[src/rtl/widen_fifo_pkg.sv]
`timescale 1ns/1ps
package widen_fifo_pkg;

   // Bits needed for a count that runs from 0 up to and including n.
   function automatic int unsigned count_bits(input int unsigned n);
      return $clog2(n + 1);
   endfunction

   // Level change selected by {accepted read, accepted write}.
   typedef enum logic [1:0] {
      LV_IDLE = 2'b00,
      LV_PUSH = 2'b01,
      LV_POP  = 2'b10,
      LV_BOTH = 2'b11
   } lvl_op_e;

endpackage

[src/rtl/widen_fifo_ctrl.sv]
`timescale 1ns/1ps
module widen_fifo_ctrl
   import widen_fifo_pkg::*;
#(
   parameter int unsigned DEPTH = 16,
   parameter int unsigned AW    = 4,
   parameter int unsigned LVL_W = 5
)(
   input  logic             clk,
   input  logic             rst_n,
   input  logic             en,
   input  logic             clr,
   input  logic             wr_req,
   input  logic             rd_req,
   input  logic             full,
   input  logic             empty,
   output logic             wr_ok,
   output logic [AW-1:0]    wr_ptr,
   output logic [AW-1:0]    rd_ptr,
   output logic [LVL_W-1:0] lvl,
   output logic [LVL_W-1:0] lvl_d
);

   logic    rd_ok;
   lvl_op_e op;

   assign wr_ok = en & ~clr & wr_req & ~full;
   assign rd_ok = en & ~clr & rd_req & ~empty;
   assign op    = lvl_op_e'({rd_ok, wr_ok});

   always_comb begin
      lvl_d = lvl;
      if (en) begin
         if (clr) begin
            lvl_d = '0;
         end else begin
            unique case (op)
               LV_PUSH: lvl_d = lvl + LVL_W'(1);
               LV_POP:  lvl_d = lvl - LVL_W'(2);
               LV_BOTH: lvl_d = lvl - LVL_W'(1);
               default: lvl_d = lvl;
            endcase
         end
      end
   end

   always_ff @(posedge clk or negedge rst_n) begin
      if (!rst_n) begin
         wr_ptr <= '0;
         rd_ptr <= '0;
         lvl    <= '0;
      end else begin
         lvl <= lvl_d;
         if (en && clr) begin
            wr_ptr <= '0;
            rd_ptr <= '0;
         end else begin
            if (wr_ok) wr_ptr <= wr_ptr + AW'(1);
            if (rd_ok) rd_ptr <= rd_ptr + AW'(2);
         end
      end
   end


   lvl_push_chk: assert property (@(posedge clk) disable iff (!rst_n)
      (op == LV_PUSH) |=> lvl == $past(lvl) + LVL_W'(1));

   lvl_both_chk: assert property (@(posedge clk) disable iff (!rst_n)
      (op == LV_BOTH) |=> lvl == $past(lvl) - LVL_W'(1));

   hold_chk: assert property (@(posedge clk) disable iff (!rst_n)
      !en |=> $stable(lvl) && $stable(wr_ptr) && $stable(rd_ptr));

   clear_chk: assert property (@(posedge clk) disable iff (!rst_n)
      (en && clr) |=> (lvl == '0) && (rd_ptr == '0));

   no_overflow_chk: assert property (@(posedge clk) disable iff (!rst_n)
      lvl <= LVL_W'(DEPTH));

   rd_pair_align_chk: assert property (@(posedge clk) disable iff (!rst_n)
      rd_ptr[0] == 1'b0);

endmodule

[src/rtl/widen_fifo_store.sv]
`timescale 1ns/1ps
module widen_fifo_store #(
   parameter int unsigned NW    = 8,
   parameter int unsigned DEPTH = 16,
   parameter int unsigned AW    = 4
)(
   input  logic            clk,
   input  logic            we,
   input  logic [AW-1:0]   wr_ptr,
   input  logic [NW-1:0]   wr_data,
   input  logic [AW-1:0]   rd_ptr,
   output logic [2*NW-1:0] rd_data
);

   localparam int unsigned PAIRS = DEPTH / 2;

   logic [NW-1:0] mem [DEPTH];
   logic [AW-1:0] lo_idx, hi_idx;

   always_ff @(posedge clk) begin
      if (we) mem[wr_ptr] <= wr_data;
   end

   // Pair slots are even-aligned: the older word sits on the even index.
   assign lo_idx  = {rd_ptr[AW-1:1], 1'b0};
   assign hi_idx  = {rd_ptr[AW-1:1], 1'b1};
   assign rd_data = {mem[hi_idx], mem[lo_idx]};

   initial begin
      assert (PAIRS * 2 == DEPTH) else $error("storage depth must be even");
   end

endmodule

[src/rtl/widen_fifo_flags.sv]
`timescale 1ns/1ps
module widen_fifo_flags #(
   parameter int unsigned DEPTH     = 16,
   parameter int unsigned LVL_W     = 5,
   parameter bit          REG_FLAGS = 1'b1
)(
   input  logic             clk,
   input  logic             rst_n,
   input  logic [LVL_W-1:0] lvl,
   input  logic [LVL_W-1:0] lvl_d,
   output logic             full,
   output logic             empty
);

   localparam logic [LVL_W-1:0] LV_FULL = LVL_W'(DEPTH);
   localparam logic [LVL_W-1:0] LV_PAIR = LVL_W'(2);

   generate
      if (REG_FLAGS) begin : g_reg
         logic full_q, empty_q;
         always_ff @(posedge clk or negedge rst_n) begin
            if (!rst_n) begin
               full_q  <= 1'b0;
               empty_q <= 1'b1;
            end else begin
               full_q  <= (lvl_d == LV_FULL);
               empty_q <= (lvl_d < LV_PAIR);
            end
         end
         assign full  = full_q;
         assign empty = empty_q;
      end else begin : g_dec
         assign full  = (lvl == LV_FULL);
         assign empty = (lvl < LV_PAIR);
      end
   endgenerate


   empty_lvl_chk: assert property (@(posedge clk) disable iff (!rst_n)
      empty == (lvl < LV_PAIR));

   full_lvl_chk: assert property (@(posedge clk) disable iff (!rst_n)
      full == (lvl == LV_FULL));

   flag_next_chk: assert property (@(posedge clk) disable iff (!rst_n)
      1'b1 |=> (empty == ($past(lvl_d) < LV_PAIR)) && (full == ($past(lvl_d) == LV_FULL)));

   flags_excl_chk: assert property (@(posedge clk) disable iff (!rst_n)
      !(full && empty));

endmodule

[src/rtl/widen_fifo.sv]
`timescale 1ns/1ps
module widen_fifo
   import widen_fifo_pkg::*;
#(
   parameter int unsigned NW        = 8,
   parameter int unsigned DEPTH     = 16,
   parameter int unsigned LVL_W     = count_bits(DEPTH),
   parameter bit          REG_FLAGS = 1'b1
)(
   input  logic             clk,
   input  logic             rst_n,
   input  logic             en,
   input  logic             clr,
   input  logic             wr_req,
   input  logic [NW-1:0]    wr_data,
   input  logic             rd_req,
   output logic [2*NW-1:0]  rd_data,
   output logic             empty,
   output logic             full,
   output logic [LVL_W-1:0] level
);

   localparam int unsigned AW = $clog2(DEPTH);

   logic             wr_ok;
   logic [AW-1:0]    wr_ptr, rd_ptr;
   logic [LVL_W-1:0] lvl, lvl_d;

   initial begin
      assert (DEPTH >= 4) else $error("DEPTH must be at least 4");
      assert ((1 << AW) == DEPTH) else $error("DEPTH must be a power of two");
      assert (LVL_W >= count_bits(DEPTH)) else $error("LVL_W too narrow for DEPTH");
      assert (NW >= 1) else $error("NW must be positive");
   end

   widen_fifo_ctrl #(
      .DEPTH (DEPTH),
      .AW    (AW),
      .LVL_W (LVL_W)
   ) u_ctrl (
      .clk    (clk),
      .rst_n  (rst_n),
      .en     (en),
      .clr    (clr),
      .wr_req (wr_req),
      .rd_req (rd_req),
      .full   (full),
      .empty  (empty),
      .wr_ok  (wr_ok),
      .wr_ptr (wr_ptr),
      .rd_ptr (rd_ptr),
      .lvl    (lvl),
      .lvl_d  (lvl_d)
   );

   widen_fifo_store #(
      .NW    (NW),
      .DEPTH (DEPTH),
      .AW    (AW)
   ) u_store (
      .clk     (clk),
      .we      (wr_ok),
      .wr_ptr  (wr_ptr),
      .wr_data (wr_data),
      .rd_ptr  (rd_ptr),
      .rd_data (rd_data)
   );

   widen_fifo_flags #(
      .DEPTH     (DEPTH),
      .LVL_W     (LVL_W),
      .REG_FLAGS (REG_FLAGS)
   ) u_flags (
      .clk   (clk),
      .rst_n (rst_n),
      .lvl   (lvl),
      .lvl_d (lvl_d),
      .full  (full),
      .empty (empty)
   );

   assign level = lvl;


   no_underflow_chk: assert property (@(posedge clk) disable iff (!rst_n)
      (en && !clr && empty && rd_req && !wr_req) |=> $stable(level));

   full_write_chk: assert property (@(posedge clk) disable iff (!rst_n)
      (en && !clr && full && wr_req && !rd_req) |=> $stable(level));

endmodule

[config.mk]
export PLATFORM = sky130hd
export DESIGN_NAME = widen_fifo
export DESIGN_NICKNAME = d
export VERILOG_FILES = /design/src/rtl/widen_fifo_pkg.sv /design/src/rtl/widen_fifo_ctrl.sv /design/src/rtl/widen_fifo_store.sv /design/src/rtl/widen_fifo_flags.sv /design/src/rtl/widen_fifo.sv
export SDC_FILE = /design/constraint.sdc
export NUM_CORES = 1
export LEC_CHECK = 0
export ABC_CLOCK_PERIOD_IN_PS = 6400
export BUFFER_PORTS_ARGS = -buffer_cell sky130_fd_sc_hd__buf_2
export CORE_ASPECT_RATIO = 1.4
export CORE_MARGIN = 2
export CORE_UTILIZATION = 25
export CTS_BUF_LIST = sky130_fd_sc_hd__clkbuf_4 sky130_fd_sc_hd__clkbuf_8
export CTS_CLUSTER_DIAMETER = 100
export DETAILED_ROUTE_END_ITERATION = 6
export SYNTH_ARGS = -nofsm -noshare
export SYNTH_HDL_FRONTEND = slang
export SYNTH_SLANG_ARGS = --single-unit
[constraint.sdc]
create_clock -name clk -period 6.4 [get_ports clk]
set_input_delay 0.96 -clock clk [delete_from_list [all_inputs] [get_ports clk]]
set_output_delay 0.96 -clock clk [all_outputs]
set_load 0.03 [all_outputs]
==> results of run 1 <==
## power breakdown
part	total [µW]	switching [µW]	internal, µW
logic	658	384	274
clock network	655	374	282
registers	1140	101	1040
## flip-flops by register name, indices dropped and copies added, names as in the netlist
name / cells
u_flags.full: 1
u_flags.empty: 1
u_ctrl.rd_ptr: 3
u_store.mem: 128
u_ctrl.wr_ptr: 4
u_ctrl.lvl: 5
## worst paths after layout
kind | start | depth (start not counted) | endpoint
min reg2reg | u_ctrl.wr_ptr[0] | 1 | u_ctrl.wr_ptr[0]
min in group clk | u_ctrl.wr_ptr[0] | 1 | u_ctrl.wr_ptr[0]
max in group asynchronous | rst_n | 1 | u_flags.empty
min | rst_n | 1 | u_ctrl.wr_ptr[3]
max | u_ctrl.rd_ptr[3] | 4 | rd_data[6]
max reg2reg | u_flags.empty | 9 | u_flags.empty
## cell families after synthesis
logic type | synth area share [%]
fa+ha+maj | 1.49
buf+inv | 2.21
xor+xnor | 0.596
flops | 71.4
compound gates | 2.87
mux | 12.6
simple gates | 8.85
## worst max-delay path, stage by stage, from the launching register on
cell and delay, ps:
dfrtp_1 840, clkinv_1 750, nand2_1 320, nand2_1 70, buf_2 180
## layout by cell type, fill, tap and decap left out, types with 2 or more instances in the layout
cell type and instances:
ha_1 7, inv_8 3, nor2b_1 4, o21ai_0 3
nand2b_1 3, inv_6 6, a22o_1 2, buf_2 36
buf_4 8, nor3_2 2, dfrtp_2 2, a21oi_1 4
nand3b_1 2, clkbuf_8 17, nor4_1 6, clkinv_2 2
dfrtp_1 11, nor2_1 11, o22ai_1 3, o31ai_1 2
nand3_1 3, clkinvlp_4 3, inv_1 10, edfxtp_1 128
a31oi_1 5, mux4_2 32, nor3_1 6, and3_1 5
nand2_1 58, xor2_1 3, a211oi_2 2
## stage by stage
stage | util, % | cells | cell area, µm² | hold slack, ps | setup WS [ps]
global route | 29.2 | 713 | 6780 | 400 | 2510
finish | 29.2 | 713 | 6780 | 409 | 2840
floorplan | - | 350 | 5880 | 534 | 3330
global placement | 27.7 | 681 | 6420 | 562 | 3040
CTS | 29.2 | 713 | 6780 | 386 | 2640
detailed placement | 27.7 | 681 | 6420 | 607 | 2890
## metal layers
| metal | GRT usage (%) | up-vias | routed length [µm] |
|---|---|---|---|
| met4 | 3.79 | 0 | 274 |
| met1 | 13.1 | 1614 | 5300 |
| met3 | 2.59 | 16 | 518 |
| met2 | 17.5 | 92 | 6020 |
| li1 | - | 1451 | - |
| met5 | 0 | - | 0 |
## area by class of cell
class	count	area [µm²]
Multi-Input combinational cell	178	1560
Sequential cell	142	4200
Clock inverter	15	128
Tap cell	306	383
Clock buffer	17	234
Inverter	11	41.3
Fill cell	2296	16400
Timing Repair Buffer	44	240
==> flow_summary.ini, run 1 <==
[outcome]
status = complete, no violations

[yosys]
yosys.area.top_type = edfxtp_1
synth_edf_count = 128
synth-seq-cells = 142
synth_area_mm2 = 0.00588
syn_area_per_cell_um2 = 16.8
async_reset_ff_share_pct = 9.86
syn_inst = 350
synth_common_cells = edfxtp_1 (128), nand2_1 (58), mux4_2 (32)
yosysWarningCount = 0
synth-seq-area-share_pct = 71.4
ys_types = 43
synth.most_common_cell = edfxtp_1
ys_top_cells_by_area = edfxtp_1 (65%), mux4_2 (12%), dfrtp_1 (5.5%)
synth_nets = 371
netlist.area_leader.share_pct = 65.4
dominantRegCellSynth = edfxtp_1

[placement]
place_hpwl_mm = 7.97
io_buffers = 36
gp_congestion = 0.826

[cts]
cts_resized = 0
clock_sinks = 142
tritoncts = done
clk_pin_slew_ps = 90
clk_latency_ps = 440
clk_path_buf_depth = 2
cts_setup_buffers = 0
cts_buffers = 17
cts_hold_buffers = 0
h-tree-depth = 4
root_buffer = clkbuf_8

[global_routing]
grt_first_pass_wirelength_mm = 19.1
grt_usage_pct = 10.4
grt.overflow.total = 0
grt_pass1_vias = 3275
antenna_found_initial = 0
grt_max_degree = 35

[die]
die_h_um = 185
fp-row-count = 66
die_x_um = 134
die_area_mm2 = 0.0248
pin_count = 37
core_region_area_mm2 = 0.0232
start_util_pct = 25.3

[timing]
hold_viol_final = 0
clock.fmax_mhz = 281
worst_pin_slew_ps = 1210
fin_skew_ps = 8.22
slew_headroom_pct = 18.5
setup_violations = 0
rsz0062_at_grt = no
final-max-slew-violation-count = 0
setup_tns_ps = 0
period_minus_slack_ps = 3560
fin_crit_sh_pct = 55.6

[routing]
first_pass_iters = 4
final_antenna_net_count = 0
wl_per_cell_um = 17.0
drcViolationCount = 0
routed_via_density = 4.45
drt_wl_total_mm = 12.1
vias = 3173
drt_iter0_markers = 259

[power_and_ir_drop]
peakVddDrop_uv = 176
leakagePower_uw = 0.00230
power.total_uw = 2450
power_per_cell_area_mw_per_mm2 = 362

[cells_and_area]
area_growth_pct = 15.4
fin_nets = 415
diodes = 0
drive_gt1_share_pct = 28.7

[setup_path]
cp-start-kind = flop
crit_type = reg2out
worst-r2r-setup-slack_ps = 3590
critPathCaptureType = primary output
worst_ep_required_time_ps = 5440
worstPathMaxFanout = 18
arrival_ps = 2600

[hold_path]
holdCritPathClass = in2async

[flow_run]
maxCapViolCount = 0
(Power assumes the default switching activity.)
==> run 2: changes to the inputs <==
--- a/config.mk
+++ b/config.mk
@@ -5,7 +5,8 @@
 export SDC_FILE = /design/constraint.sdc
 export NUM_CORES = 1
 export LEC_CHECK = 0
-export ABC_CLOCK_PERIOD_IN_PS = 6400
+export ABC_AREA = 1
+export ABC_CLOCK_PERIOD_IN_PS = 3340
 export BUFFER_PORTS_ARGS = -buffer_cell sky130_fd_sc_hd__buf_2
 export CORE_ASPECT_RATIO = 1.4
 export CORE_MARGIN = 2
==> constraint.sdc (replaced) <==
create_clock -name clk -period 3.34 [get_ports clk]
set_input_delay 0.501 -clock clk [delete_from_list [all_inputs] [get_ports clk]]
set_output_delay 0.501 -clock clk [all_outputs]
set_load 0.03 [all_outputs]
==> run 2 against run 1 <==
Compared with the run above: final area up 4.2%; worst setup slack got worse by 2400 ps; core utilization rose by 0.46 points; register-to-register slack lost 2400 ps; via count is 23% higher; combinational power down 15%; global-route usage increased by 0.62 points; cell count is 26% higher; routed wire length up 11%; hold slack worse by 73 ps; sequential cell count unchanged; critical endpoint is now rd_data[13].
==> flow_summary.ini, run 2 <==
[die]
pin_count = 37
core_region_area_mm2 = 0.0238
fp-row-count = 67
die_x_um = 135
start_util_pct = 25.2
die_h_um = 187
die_area_mm2 = 0.0253

[cts]
clk_path_buf_depth = 2
root_buffer = clkbuf_8
clk_latency_ps = 440
clk_pin_slew_ps = 80
tritoncts = done
h-tree-depth = 4
cts_resized = 0
cts_buffers = 17
clock_sinks = 142
cts_hold_buffers = 1
cts_setup_buffers = 0

[yosys]
synth_edf_count = 128
synth-seq-area-share_pct = 69.9
synth.most_common_cell = nor2_1
yosys.area.top_type = edfxtp_1
synth-seq-cells = 142
netlist.area_leader.share_pct = 64.1
ys_types = 32
syn_inst = 519
synth_nets = 540
syn_area_per_cell_um2 = 11.6
ys_top_cells_by_area = edfxtp_1 (64%), nor2_1 (8.2%), o21ai_0 (5.7%)
synth_common_cells = nor2_1 (131), edfxtp_1 (128), o21ai_0 (68)
dominantRegCellSynth = edfxtp_1
synth_area_mm2 = 0.00600
yosysWarningCount = 0
async_reset_ff_share_pct = 9.86

[timing]
period_minus_slack_ps = 2870
whs_ps = 336
setup_violations = 0
worst_pin_slew_ps = 864
setup_tns_ps = 0
slew_headroom_pct = 42.2
hold_viol_final = 0
fin_skew_ps = 12.3
clock.fmax_mhz = 349
fin_crit_sh_pct = 85.8
final-max-slew-violation-count = 0
rsz0062_at_grt = no

[routing]
wl_per_cell_um = 14.9
drcViolationCount = 0
final_antenna_net_count = 0
vias = 3912
drt_wl_total_mm = 13.4
routed_via_density = 4.37
first_pass_iters = 4
drt_iter0_markers = 379

[setup_path]
arrival_ps = 2370
worst_ep_required_time_ps = 2840
slowest_delay_ps = 550
critPathCaptureType = primary output
cp-start-kind = flop
crit_slowest_cell = dfrtp_2
worstPathCellList = inv_2 -> buf_12 -> o21ai_0 -> o22ai_1 -> nor2_1 -> a31oi_1 -> buf_2
reg2reg_depth = 12
crit_type = reg2out
worstPathMaxFanout = 45

[cells_and_area]
postLayoutCellArea_mm2 = 0.00707
final_common_cell = nor2_1
num-fill-cells = 2477
fin_nets = 593
diodes = 0
largest_reg_flops = 128
area_growth_pct = 17.8
layout_common_cells = nor2_1 (131), edfxtp_1 (128), o21ai_0 (68)
reg.largest.list = u_store.mem (128), u_ctrl.lvl (5), u_ctrl.wr_ptr (4)
drive_gt1_share_pct = 18.5
top_register = u_store.mem

[hold_path]
holdCritPathClass = in2reg
min_path_cells = 2

[flow_run]
maxCapViolCount = 0

[global_routing]
antenna_found_initial = 1
grt_pass1_vias = 3819
grt_max_degree = 46
grt_usage_pct = 11.0
grt.overflow.total = 0
grt_first_pass_wirelength_mm = 21.1

[power_and_ir_drop]
power_per_cell_area_mw_per_mm2 = 556
peakVddDrop_uv = 210
leakagePower_uw = 0.00254

[placement]
gp_congestion = 0.788
io_buffers = 36
place_hpwl_mm = 8.73
place_area_mm2 = 0.00666

[outcome]
status = complete, no violations
## run 2: worst max-delay path: cells and delay by family, from the launching register on
| kind | cells | cell delay (ps) |
|---|---|---|
| buf+inv | 3 | 820 |
| simple gates | 1 | 60 |
| compound gates | 3 | 490 |
| flops | 1 | 550 |
## run 2: worst paths after layout
check                                 startpoint                to  slack (ps)
worst min register to register  u_ctrl.rd_ptr[3]  u_ctrl.rd_ptr[3]         550
max in group asynchronous                  rst_n     u_flags.empty        2560
worst max-delay path            u_ctrl.rd_ptr[1]       rd_data[13]         470
worst min-delay path                          en     u_ctrl.lvl[1]         340
worst max register to register      u_flags.full     u_flags.empty        1190
min in group asynchronous                  rst_n     u_ctrl.lvl[1]         490
## run 2: layer usage
layer	global-route usage (%)	part of all wire, %
met2	18.9	53
met3	2.47	5.3
met1	13.6	41
met5	0	0
met4	3.89	1.1
## run 2: kinds of logic after synthesis
group | share of synthesized area [%]
AND/OR/NAND/NOR | 14.5
flip-flops | 69.9
AO/OA/AOI/OAI | 10.5
buffers and inverters | 3.21
adder cells (fa/ha/maj) | 1.46
XOR/XNOR | 0.438
## run 2: final cells by class
| cell class | instances | area (µm²) | area share (%) |
|---|---|---|---|
| flip-flops and latches | 142 | 4200 | 59.4 |
| multi-input cells | 326 | 1610 | 22.8 |
| well taps | 310 | 388 | 5.49 |
| repair buffers | 57 | 365 | 5.17 |
| clock buffers | 17 | 234 | 3.31 |
| clock inverters | 15 | 168 | 2.37 |
| inverters | 28 | 105 | 1.49 |
## run 2: where the power goes
group	total, µW	internal (µW)	switching [µW]
logic	562	167	395
clock network	1370	733	635
registers	2000	1960	33.9
## run 2: per-stage QoR
| step | worst slack (ps) | power, µW | instances | util [%] |
|---|---|---|---|---|
| 4_1_cts | 421 | 3970 | 895 | 29.7 |
| 5_1_grt | 273 | 4110 | 895 | 29.7 |
| 6_report | 474 | 3930 | 895 | 29.7 |
| 3_5_place_dp | 934 | 2610 | 862 | 28.0 |
| 3_3_place_gp | 943 | 2600 | 862 | 28.0 |
| 2_1_floorplan | 1110 | 2410 | 519 | - |
